===== src/rtl/pgw_pkg.sv =====
package pgw_pkg;

    localparam int VA_W   = 48;
    localparam int PA_W   = 52;
    localparam int ENT_W  = 64;
    localparam int PG_SH  = 12;
    localparam int IDX_W  = 10;

    localparam int BIT_P     = 0;
    localparam int BIT_W     = 1;
    localparam int BIT_U     = 2;
    localparam int BIT_CD    = 4;
    localparam int BIT_A     = 5;
    localparam int BIT_PS    = 7;
    localparam int BIT_G     = 8;
    localparam int BIT_PAT_L = 12;
    localparam int BIT_PAT_S = 7;
    localparam int BIT_NX    = 63;

    typedef enum logic [1:0] {
        MD_LEG     = 2'd0,
        MD_LEG_BIG = 2'd1,
        MD_PAE     = 2'd2,
        MD_LONG    = 2'd3
    } mode_e;

    typedef enum logic [1:0] {
        LV_PT  = 2'd0,
        LV_PD  = 2'd1,
        LV_PDP = 2'd2,
        LV_TOP = 2'd3
    } lvl_e;

    typedef enum logic [1:0] {
        PG_4K = 2'd0,
        PG_2M = 2'd1,
        PG_4M = 2'd2
    } psz_e;

    typedef enum logic [1:0] {
        S_IDLE = 2'd0,
        S_RD   = 2'd1,
        S_WB   = 2'd2
    } st_e;

    function automatic lvl_e first_lvl(mode_e m);
        case (m)
            MD_LONG: return LV_TOP;
            MD_PAE:  return LV_PDP;
            default: return LV_PD;
        endcase
    endfunction

    function automatic logic [PA_W-1:0] root_base(mode_e m, logic [ENT_W-1:0] r);
        case (m)
            MD_LONG: return {r[PA_W-1:PG_SH], {PG_SH{1'b0}}};
            MD_PAE:  return PA_W'({r[31:5], 5'b0});
            default: return PA_W'({r[31:PG_SH], {PG_SH{1'b0}}});
        endcase
    endfunction

    function automatic logic [VA_W-1:0] page_mask(psz_e s);
        case (s)
            PG_2M:   return {{(VA_W-21){1'b1}}, 21'b0};
            PG_4M:   return {{(VA_W-22){1'b1}}, 22'b0};
            default: return {{(VA_W-PG_SH){1'b1}}, {PG_SH{1'b0}}};
        endcase
    endfunction

endpackage


===== src/rtl/pgw_addr.sv =====
module pgw_addr
    import pgw_pkg::*;
(
    input  mode_e             mode,
    input  lvl_e              lvl,
    input  logic [VA_W-1:0]   va,
    input  logic [PA_W-1:0]   base,
    output logic [PA_W-1:0]   addr
);

    logic [IDX_W-1:0] idx;
    logic             wide;

    always_comb begin
        idx  = '0;
        wide = (mode == MD_LONG) || (mode == MD_PAE);
        case (mode)
            MD_LONG: begin
                case (lvl)
                    LV_TOP:  idx = IDX_W'(va[47:39]);
                    LV_PDP:  idx = IDX_W'(va[38:30]);
                    LV_PD:   idx = IDX_W'(va[29:21]);
                    default: idx = IDX_W'(va[20:12]);
                endcase
            end
            MD_PAE: begin
                case (lvl)
                    LV_PDP:  idx = IDX_W'(va[31:30]);
                    LV_PD:   idx = IDX_W'(va[29:21]);
                    LV_PT:   idx = IDX_W'(va[20:12]);
                    default: idx = '0;
                endcase
            end
            default: begin
                case (lvl)
                    LV_PD:   idx = va[31:22];
                    LV_PT:   idx = va[21:12];
                    default: idx = '0;
                endcase
            end
        endcase
        addr = base + (PA_W'(idx) << (wide ? 3 : 2));
    end

endmodule


===== src/rtl/pgw_eval.sv =====
module pgw_eval
    import pgw_pkg::*;
(
    input  mode_e             mode,
    input  lvl_e              lvl,
    input  logic [ENT_W-1:0]  raw,
    input  logic              nx_on,
    input  logic              fetch,
    output logic              present,
    output logic              fault,
    output logic              leaf,
    output psz_e              psz,
    output logic              perm_lvl,
    output logic              need_wb,
    output logic              ent_w,
    output logic              ent_u,
    output logic              ent_nx,
    output logic              ent_g,
    output logic              ent_pat,
    output logic [PA_W-1:0]   next_base,
    output logic [PA_W-1:0]   page_base,
    output logic [ENT_W-1:0]  wb_data
);

    logic [ENT_W-1:0] ent;
    logic             legacy;
    logic             big;
    logic             nx_hit;

    always_comb begin
        legacy    = (mode == MD_LEG) || (mode == MD_LEG_BIG);
        ent       = legacy ? ENT_W'(raw[31:0]) : raw;
        perm_lvl  = !((mode == MD_PAE) && (lvl == LV_PDP));
        present   = ent[BIT_P];
        nx_hit    = nx_on && fetch && ent[BIT_NX] && perm_lvl;
        fault     = !present || nx_hit;
        big       = ent[BIT_PS] && (lvl == LV_PD) && (mode != MD_LEG);
        leaf      = (lvl == LV_PT) || big;
        if (!big)        psz = PG_4K;
        else if (legacy) psz = PG_4M;
        else             psz = PG_2M;
        need_wb   = perm_lvl && !ent[BIT_A] && !fault;
        ent_w     = ent[BIT_W];
        ent_u     = ent[BIT_U];
        ent_nx    = nx_on && ent[BIT_NX];
        ent_g     = ent[BIT_G];
        ent_pat   = big ? ent[BIT_PAT_L] : ent[BIT_PAT_S];
        next_base = legacy ? PA_W'({ent[31:PG_SH], {PG_SH{1'b0}}})
                           : {ent[PA_W-1:PG_SH], {PG_SH{1'b0}}};
        case (psz)
            PG_2M:   page_base = {ent[PA_W-1:21], 21'b0};
            PG_4M:   page_base = PA_W'({ent[31:22], 22'b0});
            default: page_base = next_base;
        endcase
        wb_data   = ent | (ENT_W'(1) << BIT_A);
    end

endmodule


===== src/rtl/pgw_top.sv =====
module pgw_top
    import pgw_pkg::*;
(
    input  logic              clk,
    input  logic              rst_n,
    input  logic              start_i,
    input  logic [1:0]        mode_i,
    input  logic [63:0]       root_i,
    input  logic              nx_en_i,
    input  logic [47:0]       va_i,
    input  logic              fetch_i,
    input  logic              write_i,
    input  logic              user_i,
    output logic              ready_o,
    output logic              mem_req_o,
    output logic              mem_we_o,
    output logic              mem_uc_o,
    output logic [51:0]       mem_addr_o,
    output logic [63:0]       mem_wdata_o,
    input  logic              mem_ack_i,
    input  logic [63:0]       mem_rdata_i,
    output logic              done_o,
    output logic              fault_o,
    output logic              flt_present_o,
    output logic              flt_write_o,
    output logic              flt_user_o,
    output logic              flt_fetch_o,
    output logic              fill_valid_o,
    output logic [47:0]       fill_vpage_o,
    output logic [51:0]       fill_ppage_o,
    output logic [1:0]        fill_size_o,
    output logic              fill_wr_o,
    output logic              fill_user_o,
    output logic              fill_nx_o,
    output logic              fill_global_o,
    output logic              fill_pat_o,
    output logic              fill_uc_o
);

    typedef struct packed {
        st_e               st;
        mode_e             mode;
        lvl_e              lvl;
        logic [VA_W-1:0]   va;
        logic [PA_W-1:0]   addr;
        logic [ENT_W-1:0]  wdata;
        logic [PA_W-1:0]   nxt_addr;
        lvl_e              nxt_lvl;
        logic              wb_last;
        logic              fetch;
        logic              wr;
        logic              usr;
        logic              nx_on;
        logic              uc;
        logic              acc_w;
        logic              acc_u;
        logic              acc_nx;
        logic              done;
        logic              fault;
        logic              f_present;
        logic              f_fetch;
        logic [VA_W-1:0]   f_vpage;
        logic [PA_W-1:0]   f_ppage;
        psz_e              f_size;
        logic              f_w;
        logic              f_u;
        logic              f_nx;
        logic              f_g;
        logic              f_pat;
    } walk_t;

    walk_t q, d;

    mode_e            in_mode;
    logic [PA_W-1:0]  first_addr;
    logic [PA_W-1:0]  step_addr;
    lvl_e             step_lvl;

    logic             ev_present, ev_fault, ev_leaf, ev_perm, ev_wb;
    logic             ev_w, ev_u, ev_nx, ev_g, ev_pat;
    psz_e             ev_psz;
    logic [PA_W-1:0]  ev_next, ev_page;
    logic [ENT_W-1:0] ev_wdata;

    assign in_mode  = mode_e'(mode_i);
    assign step_lvl = lvl_e'(q.lvl - 2'd1);

    pgw_addr u_root_addr (
        .mode (in_mode),
        .lvl  (first_lvl(in_mode)),
        .va   (va_i),
        .base (root_base(in_mode, root_i)),
        .addr (first_addr)
    );

    pgw_addr u_step_addr (
        .mode (q.mode),
        .lvl  (step_lvl),
        .va   (q.va),
        .base (ev_next),
        .addr (step_addr)
    );

    pgw_eval u_eval (
        .mode      (q.mode),
        .lvl       (q.lvl),
        .raw       (mem_rdata_i),
        .nx_on     (q.nx_on),
        .fetch     (q.fetch),
        .present   (ev_present),
        .fault     (ev_fault),
        .leaf      (ev_leaf),
        .psz       (ev_psz),
        .perm_lvl  (ev_perm),
        .need_wb   (ev_wb),
        .ent_w     (ev_w),
        .ent_u     (ev_u),
        .ent_nx    (ev_nx),
        .ent_g     (ev_g),
        .ent_pat   (ev_pat),
        .next_base (ev_next),
        .page_base (ev_page),
        .wb_data   (ev_wdata)
    );

    always_comb begin
        logic nw, nu, nnx;
        d      = q;
        d.done = 1'b0;
        nw     = q.acc_w;
        nu     = q.acc_u;
        nnx    = q.acc_nx;
        case (q.st)
            S_IDLE: begin
                if (start_i) begin
                    d.st     = S_RD;
                    d.mode   = in_mode;
                    d.lvl    = first_lvl(in_mode);
                    d.va     = (in_mode == MD_LONG) ? va_i : VA_W'(va_i[31:0]);
                    d.addr   = first_addr;
                    d.fetch  = fetch_i;
                    d.wr     = write_i;
                    d.usr    = user_i;
                    d.nx_on  = nx_en_i && ((in_mode == MD_PAE) || (in_mode == MD_LONG));
                    d.uc     = root_i[BIT_CD];
                    d.acc_w  = 1'b1;
                    d.acc_u  = 1'b1;
                    d.acc_nx = 1'b0;
                    d.fault  = 1'b0;
                end
            end
            S_RD: begin
                if (mem_ack_i) begin
                    if (ev_fault) begin
                        d.st        = S_IDLE;
                        d.done      = 1'b1;
                        d.fault     = 1'b1;
                        d.f_present = ev_present;
                        d.f_fetch   = q.fetch && q.nx_on;
                    end else begin
                        if (ev_perm) begin
                            nw  = q.acc_w & ev_w;
                            nu  = q.acc_u & ev_u;
                            nnx = q.acc_nx | ev_nx;
                        end
                        d.acc_w  = nw;
                        d.acc_u  = nu;
                        d.acc_nx = nnx;
                        if (ev_leaf) begin
                            d.f_ppage = ev_page;
                            d.f_vpage = q.va & page_mask(ev_psz);
                            d.f_size  = ev_psz;
                            d.f_w     = nw;
                            d.f_u     = nu;
                            d.f_nx    = nnx;
                            d.f_g     = ev_g;
                            d.f_pat   = ev_pat;
                        end
                        d.nxt_addr = step_addr;
                        d.nxt_lvl  = step_lvl;
                        d.wb_last  = ev_leaf;
                        if (ev_wb) begin
                            d.st    = S_WB;
                            d.wdata = ev_wdata;
                        end else if (ev_leaf) begin
                            d.st    = S_IDLE;
                            d.done  = 1'b1;
                        end else begin
                            d.addr  = step_addr;
                            d.lvl   = step_lvl;
                        end
                    end
                end
            end
            S_WB: begin
                if (mem_ack_i) begin
                    if (q.wb_last) begin
                        d.st   = S_IDLE;
                        d.done = 1'b1;
                    end else begin
                        d.st   = S_RD;
                        d.addr = q.nxt_addr;
                        d.lvl  = q.nxt_lvl;
                    end
                end
            end
            default: d.st = S_IDLE;
        endcase
    end

    always_ff @(posedge clk) begin
        if (!rst_n) q <= '0;
        else        q <= d;
    end

    assign ready_o       = (q.st == S_IDLE);
    assign mem_req_o     = (q.st != S_IDLE);
    assign mem_we_o      = (q.st == S_WB);
    assign mem_uc_o      = q.uc;
    assign mem_addr_o    = q.addr;
    assign mem_wdata_o   = q.wdata;
    assign done_o        = q.done;
    assign fault_o       = q.fault;
    assign flt_present_o = q.f_present;
    assign flt_write_o   = q.wr;
    assign flt_user_o    = q.usr;
    assign flt_fetch_o   = q.f_fetch;
    assign fill_valid_o  = q.done && !q.fault;
    assign fill_vpage_o  = q.f_vpage;
    assign fill_ppage_o  = q.f_ppage;
    assign fill_size_o   = q.f_size;
    assign fill_wr_o     = q.f_w;
    assign fill_user_o   = q.f_u;
    assign fill_nx_o     = q.f_nx;
    assign fill_global_o = q.f_g;
    assign fill_pat_o    = q.f_pat;
    assign fill_uc_o     = q.uc;

endmodule


===== config.mk =====
export PLATFORM = sky130hd
export DESIGN_NAME = pgw_top
export DESIGN_NICKNAME = d
export VERILOG_FILES = /design/src/rtl/pgw_pkg.sv /design/src/rtl/pgw_addr.sv /design/src/rtl/pgw_eval.sv /design/src/rtl/pgw_top.sv
export SDC_FILE = /design/constraint.sdc
export NUM_CORES = 1
export LEC_CHECK = 0
export ABC_CLOCK_PERIOD_IN_PS = 3550
export BUFFER_PORTS_ARGS = -buffer_cell sky130_fd_sc_hd__buf_2
export CAP_MARGIN = 10
export CORE_MARGIN = 2
export CORE_UTILIZATION = 49
export DETAILED_ROUTE_END_ITERATION = 8
export PLACE_DENSITY = 0.87
export RECOVER_POWER = 50
export SETUP_SLACK_MARGIN = 0.15
export SYNTH_ARGS = -nofsm -noshare
export SYNTH_HDL_FRONTEND = slang
export SYNTH_SLANG_ARGS = --single-unit

===== constraint.sdc =====
create_clock -name clk -period 3.55 [get_ports clk]
set_input_delay 0.5325 -clock clk [delete_from_list [all_inputs] [get_ports clk]]
set_output_delay 0.5325 -clock clk [all_outputs]
set_load 0.05 [all_outputs]

==> results.sh, run 1 <==
export IMPL_hp_class="primary input to flop"
export IMPL_grt_max_degree=99
export IMPL_drtIter0Drc=1676
export IMPL_tightest_slew_ns=1.414
export IMPL_dp_hpwl_mm=40.96
export IMPL_final_nets=2474
export IMPL_yosysMostFrequentCell="nand2_1"
export IMPL_cp_cell_sequence="inv_1 -> ha_1 -> nand2b_1 -> a211o_1 -> clkbuf_1 -> o31ai_1 -> a221oi_1 -> nor2_1"
export IMPL_track_usage=0.3017
export IMPL_instances_no_fill=2741
export IMPL_place_ws_ns=0.08664
export IMPL_cts_root_buffer="clkbuf_16"
export IMPL_r2r_start="q[338]$_SDFFE_PN0P_"
export IMPL_crit_arrival_ns=3.59
export IMPL_wl_per_cell_um=20.50
export IMPL_rows=67
export IMPL_antenna_found_initial=5
export IMPL_reg2reg_depth=8
export IMPL_crit_buf_inv=2
export IMPL_num_io_pins=421
export IMPL_clk_latency_ns=0.52
export IMPL_crit_slowest_cell="clkbuf_1"
export IMPL_placedInstanceArea_um2=17350
export IMPL_final_hold_viol_count=0
export IMPL_rsz0062_at_grt="true"
export IMPL_fillCellCount=3200
export IMPL_cp_end_kind="flop"
export IMPL_drc=0
export IMPL_synth_edff_count=0
export IMPL_rrSetupSlack_ns=0.34
export IMPL_hold_path_startpoint="va_i[16]"
export IMPL_synthCells=2164
export IMPL_die_y_um=188.1
export IMPL_numPlacedInstances=2677
export IMPL_routed_wl_mm=56.19
export IMPL_first_global_vias=14990
export IMPL_total_power_mw=8.828
export IMPL_worst_slack_ns=0.3438
export IMPL_powerDensity_nw_per_um2=484.7
export IMPL_grt_pass1_wl_mm=85.03
export IMPL_die_w_um=188.1
export IMPL_worstPathMaxFanout=23
export IMPL_finalSetupViolations=0
export IMPL_cts_buffers=35
export IMPL_relSlewSlack=0.04987
export IMPL_hold_slack_ns=0.2463
export IMPL_crit_path_start="q[338]$_SDFFE_PN0P_"
export IMPL_synthTopCellsByArea="dfxtp_1 37%, buf_4 10%, nand2_1 8.8%"
export IMPL_synthDistinctLibCells=75
export IMPL_critPathKind="flop to flop"
export IMPL_cp_depth=8
export IMPL_drtAntennaViolNets=0
export IMPL_place_congestion=0.9344
export IMPL_cts_max_path_buffers=3
export IMPL_synth_top_area_frac=0.3667
export IMPL_syn_area_per_cell_um2=7.670
export IMPL_drive_above_1_share=0.1275
export IMPL_cts_tree="built"
export IMPL_p_leak_nw=6.514
export IMPL_ys_warn_count=0
export IMPL_yosysTopAreaCell="dfxtp_1"
export IMPL_rr_endpoint="mem_addr_o[8]$_SDFFE_PN0P_"
export IMPL_cts_hold_buf=0
export IMPL_ir_drop_uv=358.4
export IMPL_drv_cap=0
export IMPL_grt_ovfl_total=0
export IMPL_numPortBuffers=366
export IMPL_ys_top_cells_by_count="390 x nand2_1, 304 x dfxtp_1, 245 x a21oi_1, 222 x buf_4, 150 x nor2_1"
export IMPL_synth_area_um2=16600
export IMPL_vias=16250
export IMPL_clk_pin_slew_ns=0.06
export IMPL_finish_instance_area_um2=18210
export IMPL_syn_to_final_growth_pct=9.732
export IMPL_slew_viol_final=0
export IMPL_die_area_um2=35360
export IMPL_critical_path_top_delay_family="compound AO/OA/AOI/OAI gates"
export IMPL_ys_ff_latch=304
export IMPL_critical_path_max_stage_delay_ns=0.86
export IMPL_holdPathEnd="q[306]$_SDFFE_PN0P_"
export IMPL_via_per_inst=5.928
export IMPL_fmax_mhz=311.9
export IMPL_skew_ns=0.01992
export IMPL_async_flop_share=0
export IMPL_htreeDepth=2
export IMPL_initial_core_util=0.4962
export IMPL_cts_sinks=304
export IMPL_worstPathRequired_ns=3.94
export IMPL_hold_path_cell_count=3
export IMPL_yosysSeqAreaShare=0.3667
export IMPL_finalCriticalPeriod_ns=3.206
export IMPL_firstDrtPassIters=7
export IMPL_finalSetupTns_ns=0
export IMPL_synth_top_flop_cell="dfxtp_1"
export IMPL_fin_util=0.5445
export IMPL_core_um2=33450
export IMPL_outcome="completed"
export IMPL_period_share=0.9031
export IMPL_cp_start_kind="flop"
-- flip-flops by register name, indices dropped and copies added (netlist names) --
name	flops
mem_addr_o	50
q	100
fill_uc_o	1
flt_write_o	1
fill_wr_o	1
fault_o	1
fill_pat_o	1
done_o	1
flt_fetch_o	1
fill_global_o	1
mem_wdata_o	64
fill_user_o	1
fill_ppage_o	40
flt_user_o	1
fill_size_o	2
fill_vpage_o	36
flt_present_o	1
fill_nx_o	1
-- worst register-to-register path, cell delays in order, from the launching register on --
cell,delay [ns]
dfxtp_1,0.41
inv_1,0.13
ha_1,0.27
nand2b_1,0.23
a211o_1,0.34
clkbuf_1,0.86
o31ai_1,0.31
a221oi_1,0.44
nor2_1,0.08
-- worst max-delay path by stage --
stage,to
after floorplan,mem_addr_o[19]$_SDFFE_PN0P_
after global placement,mem_addr_o[31]$_SDFFE_PN0P_
final,mem_addr_o[8]$_SDFFE_PN0P_
after CTS,mem_addr_o[12]$_SDFFE_PN0P_
after detailed placement,mem_addr_o[27]$_SDFFE_PN0P_
after global routing,mem_addr_o[12]$_SDFFE_PN0P_
-- cell families (layout without fill, tap and decap cells) --
kind of cell | after synthesis | after routing | share of synthesized area
AO/OA/AOI/OAI | 569 | 569 | 0.2200
XOR/XNOR | 57 | 57 | 0.03008
adder cells (fa/ha/maj) | 22 | 22 | 0.01704
buffers and inverters | 395 | 494 | 0.1414
flip-flops | 304 | 304 | 0.3667
multiplexers | 9 | 9 | 0.005428
other | 1 | 31 | 0.0002259
AND/OR/NAND/NOR | 807 | 807 | 0.2191
-- cells in the final DEF (no fill, tap or decap), types with 27 or more instances in the layout --
cell type	netlist	routed
nand2_1	390	389
dfxtp_1	304	303
a21oi_1	245	245
clkbuf_1	117	220
buf_2	24	159
nor2_1	150	149
nand3_1	98	98
o21ai_0	86	86
a211oi_1	50	49
buf_4	222	36
clkbuf_16	0	35
xnor2_1	32	32
conb_1	1	28
nand4_1	27	27
-- power breakdown --
part	switching (mW)	internal, mW	total (mW)	leakage (nW)
clock	1.46	2.15	3.60	0.554
sequential	0.116	3.55	3.66	2.47
combinational	1.15	0.413	1.56	3.49
total	2.72	6.11	8.83	6.51
-- routing by layer --
| metal | GRT usage | part of all wire | up-vias |
|---|---|---|---|
| met1 | 0.4187 | 0.42 | 7666 |
| met2 | 0.4736 | 0.44 | 950 |
| met3 | 0.06532 | 0.11 | 96 |
| met4 | 0.08086 | 0.022 | 0 |
| met5 | 0 | 0 | - |
| li1 | - | - | 7537 |
-- area by class of cell --
class	instances	area [µm²]	area share
tap	448	560.5	0.03078
multi-input combinational	1492	8334	0.4576
sequential	304	6087	0.3342
clock inverter	12	148.9	0.008175
clock buffer	49	978.4	0.05372
timing repair buffer	414	2018	0.1108
inverter	19	78.83	0.004328
antenna	3	7.507	0.0004122
-- repair_timing --
action | CTS | global route
gates resized for setup | 0 | 0
setup endpoints to repair | 0 | 1
hold endpoints to repair | 0 | 0
buffers inserted | 0 | 0
No activity file was read; power rests on OpenSTA's default activity.
==> run 2, diff against run 1 <==
CORE_MARGIN = 3   (was 2)
CORE_UTILIZATION = 50   (was 49)
PLACE_DENSITY = 0.86   (was 0.87)
SYNTH_HIERARCHICAL = 1   (was unset)
==> run 2 against run 1 <==
Net effect: the flow now finishes with violations (max-capacitance violations, max-slew violations); wire length up 1.3%; register-to-register slack got worse by 0.05 ns; final cell count grew 8.8%; utilization fell by 1.5 points; flip-flop and latch count up 16; critical path type unchanged.
==> results.sh, run 2 <==
export IMPL_cts_buffers=37
export IMPL_drive_above_1_share=0.1384
export IMPL_violations="max-capacitance violations, max-slew violations"
export IMPL_wl_per_cell_um=19.09
export IMPL_dp_hpwl_mm=40.96
export IMPL_largest_register="q"
export IMPL_final_hold_viol_count=0
export IMPL_cts_root_buffer="clkbuf_16"
export IMPL_final_nets=2661
export IMPL_crit_slowest_cell="dfxtp_1"
export IMPL_cp_start_kind="flop"
export IMPL_core_um2=37670
export IMPL_firstDrtPassIters=8
export IMPL_tightest_slew_ns=2.251
export IMPL_synthCells=2454
export IMPL_grt_max_degree=120
export IMPL_cp_end_kind="flop"
export IMPL_powerDensity_nw_per_um2=469.1
export IMPL_routed_wl_mm=56.94
export IMPL_cp_cell_sequence="clkinvlp_4 -> buf_4 -> mux2i_1 -> o22ai_1 -> a22o_1 -> ha_1 -> inv_1 -> nor3_1 -> a221oi_1 -> nand3_1 -> a222oi_1 -> a211oi_1"
export IMPL_hp_class="primary input to flop"
export IMPL_period_share=0.9163
export IMPL_critical_path_max_stage_delay_ns=0.59
export IMPL_num_io_pins=421
export IMPL_synth_area_um2=19130
export IMPL_syn_to_final_growth_pct=4.323
export IMPL_relSlewSlack=-0.5075
export IMPL_worstPathMaxFanout=8
export IMPL_htreeDepth=2
export IMPL_grt_busiest_layer="met2"
export IMPL_die_area_um2=40640
export IMPL_grt_pass1_wl_mm=86.88
export IMPL_clk_pin_slew_ns=0.06
export IMPL_cts_tree="built"
export IMPL_fmax_mhz=307.4
export IMPL_drc=0
export IMPL_die_y_um=201.6
export IMPL_place_congestion=0.9191
export IMPL_cts_hold_buf=0
export IMPL_die_w_um=201.6
export IMPL_fillCellCount=3620
export IMPL_via_per_inst=5.704
export IMPL_vias=17020
export IMPL_largest_register_ffs=102
export IMPL_crit_arrival_ns=3.65
export IMPL_grt_ovfl_total=0
export IMPL_outcome="finished, violations left"
export IMPL_clk_latency_ns=0.54
export IMPL_final_cell_mix="529 x nand2_1, 319 x dfxtp_1, 293 x a21oi_1"
export IMPL_rows=71
export IMPL_grt_util_met3=0.05307
export IMPL_cts_max_path_buffers=3
export IMPL_total_power_mw=9.361
export IMPL_rrSetupSlack_ns=0.30
export IMPL_numPortBuffers=380
export IMPL_rsz0062_at_grt="false"
export IMPL_worstPathRequired_ns=3.94
export IMPL_initial_core_util=0.5079
export IMPL_use_met1=0.3179
export IMPL_ir_drop_uv=424.6
export IMPL_final_common_cell="nand2_1"
export IMPL_drtAntennaViolNets=0
export IMPL_first_global_vias=15880
export IMPL_drv_cap=1
export IMPL_antenna_found_initial=2
export IMPL_drtIter0Drc=1915
export IMPL_finalSetupViolations=0
export IMPL_placedInstanceArea_um2=18860
export IMPL_finalCriticalPeriod_ns=3.253
export IMPL_slew_viol_final=63
export IMPL_track_usage=0.2631
export IMPL_p_leak_nw=7.473
export IMPL_met2_usage=0.4469
export IMPL_ys_warn_count=6
export IMPL_syn_area_per_cell_um2=7.795
export IMPL_critPathKind="flop to flop"
export IMPL_skew_ns=0.01759
export IMPL_cts_sinks=320
export IMPL_finish_instance_area_um2=19960
-- run 2: per-stage QoR --
stage | hold WS, ns | setup slack (ns) | cells | setup TNS (ns) | util
finish | 0.2449 | 0.2972 | 2983 | 0 | 0.5298
global route | 0.2452 | 0.1342 | 2982 | 0 | 0.5298
CTS | 0.2210 | 0.2044 | 2980 | 0 | 0.5343
detailed placement | 0.4430 | -0.3618 | 2915 | -10.22 | 0.5006
global placement | 0.4368 | -0.2705 | 2915 | -7.799 | 0.5006
floorplan | 0.4323 | 0.1596 | 2494 | 0 | -
-- run 2: cell type report --
class                   count  area, µm²  area share
clock buffers              49       1072     0.05373
multi-input cells        1627       9432      0.4726
flip-flops and latches    320       6407      0.3211
diodes                      1      2.502   0.0001254
clock inverters            16      196.4    0.009843
inverters                  25      110.1    0.005517
well taps                 511      639.4     0.03204
repair buffers            434       2097      0.1051
-- run 2: what timing repair did --
item	CTS	global route
endpoints found under the setup margin	0	38
buffers inserted	0	2
resized for setup	0	22
-- run 2: path summary, 6_finish.rpt --
kind,depth (start not counted),from,to
hold reg to reg,2,fill_ppage_o[1]$_SDFFE_PN0P_,fill_ppage_o[1]$_SDFFE_PN0P_
hold / removal,3,fetch_i,q[118]$_SDFFE_PN0P_
setup / recovery,12,q[338]$_SDFFE_PN0P_,mem_addr_o[11]$_SDFFE_PN0P_
setup reg to reg,12,q[338]$_SDFFE_PN0P_,mem_addr_o[11]$_SDFFE_PN0P_
-- run 2: layer usage --
metal  part of all wire  vias to the layer above  wire length [µm]
met3              0.088                      176              5005
li1                   -                     7990                 -
met2               0.48                      923             27360
met5            0.00023                        -                13
met4              0.052                        2              2967
met1               0.38                     7924             21590
-- run 2: where the power goes --
group | leakage [nW] | switching (mW) | internal (mW) | total, mW
registers | 2.60 | 0.0967 | 3.72 | 3.81
logic | 4.25 | 1.15 | 0.474 | 1.62
clock network | 0.626 | 1.56 | 2.36 | 3.92
-- run 2: worst max-delay path, delay by kind of cell (launching register included) --
kind	cells	cell delay, ns
AOI/OAI and AO/OA	5	1.13
adders and majority gates	1	0.38
buffers and inverters	3	0.57
DFF	1	0.59
muxes	1	0.20
and+or+nand+nor	2	0.24
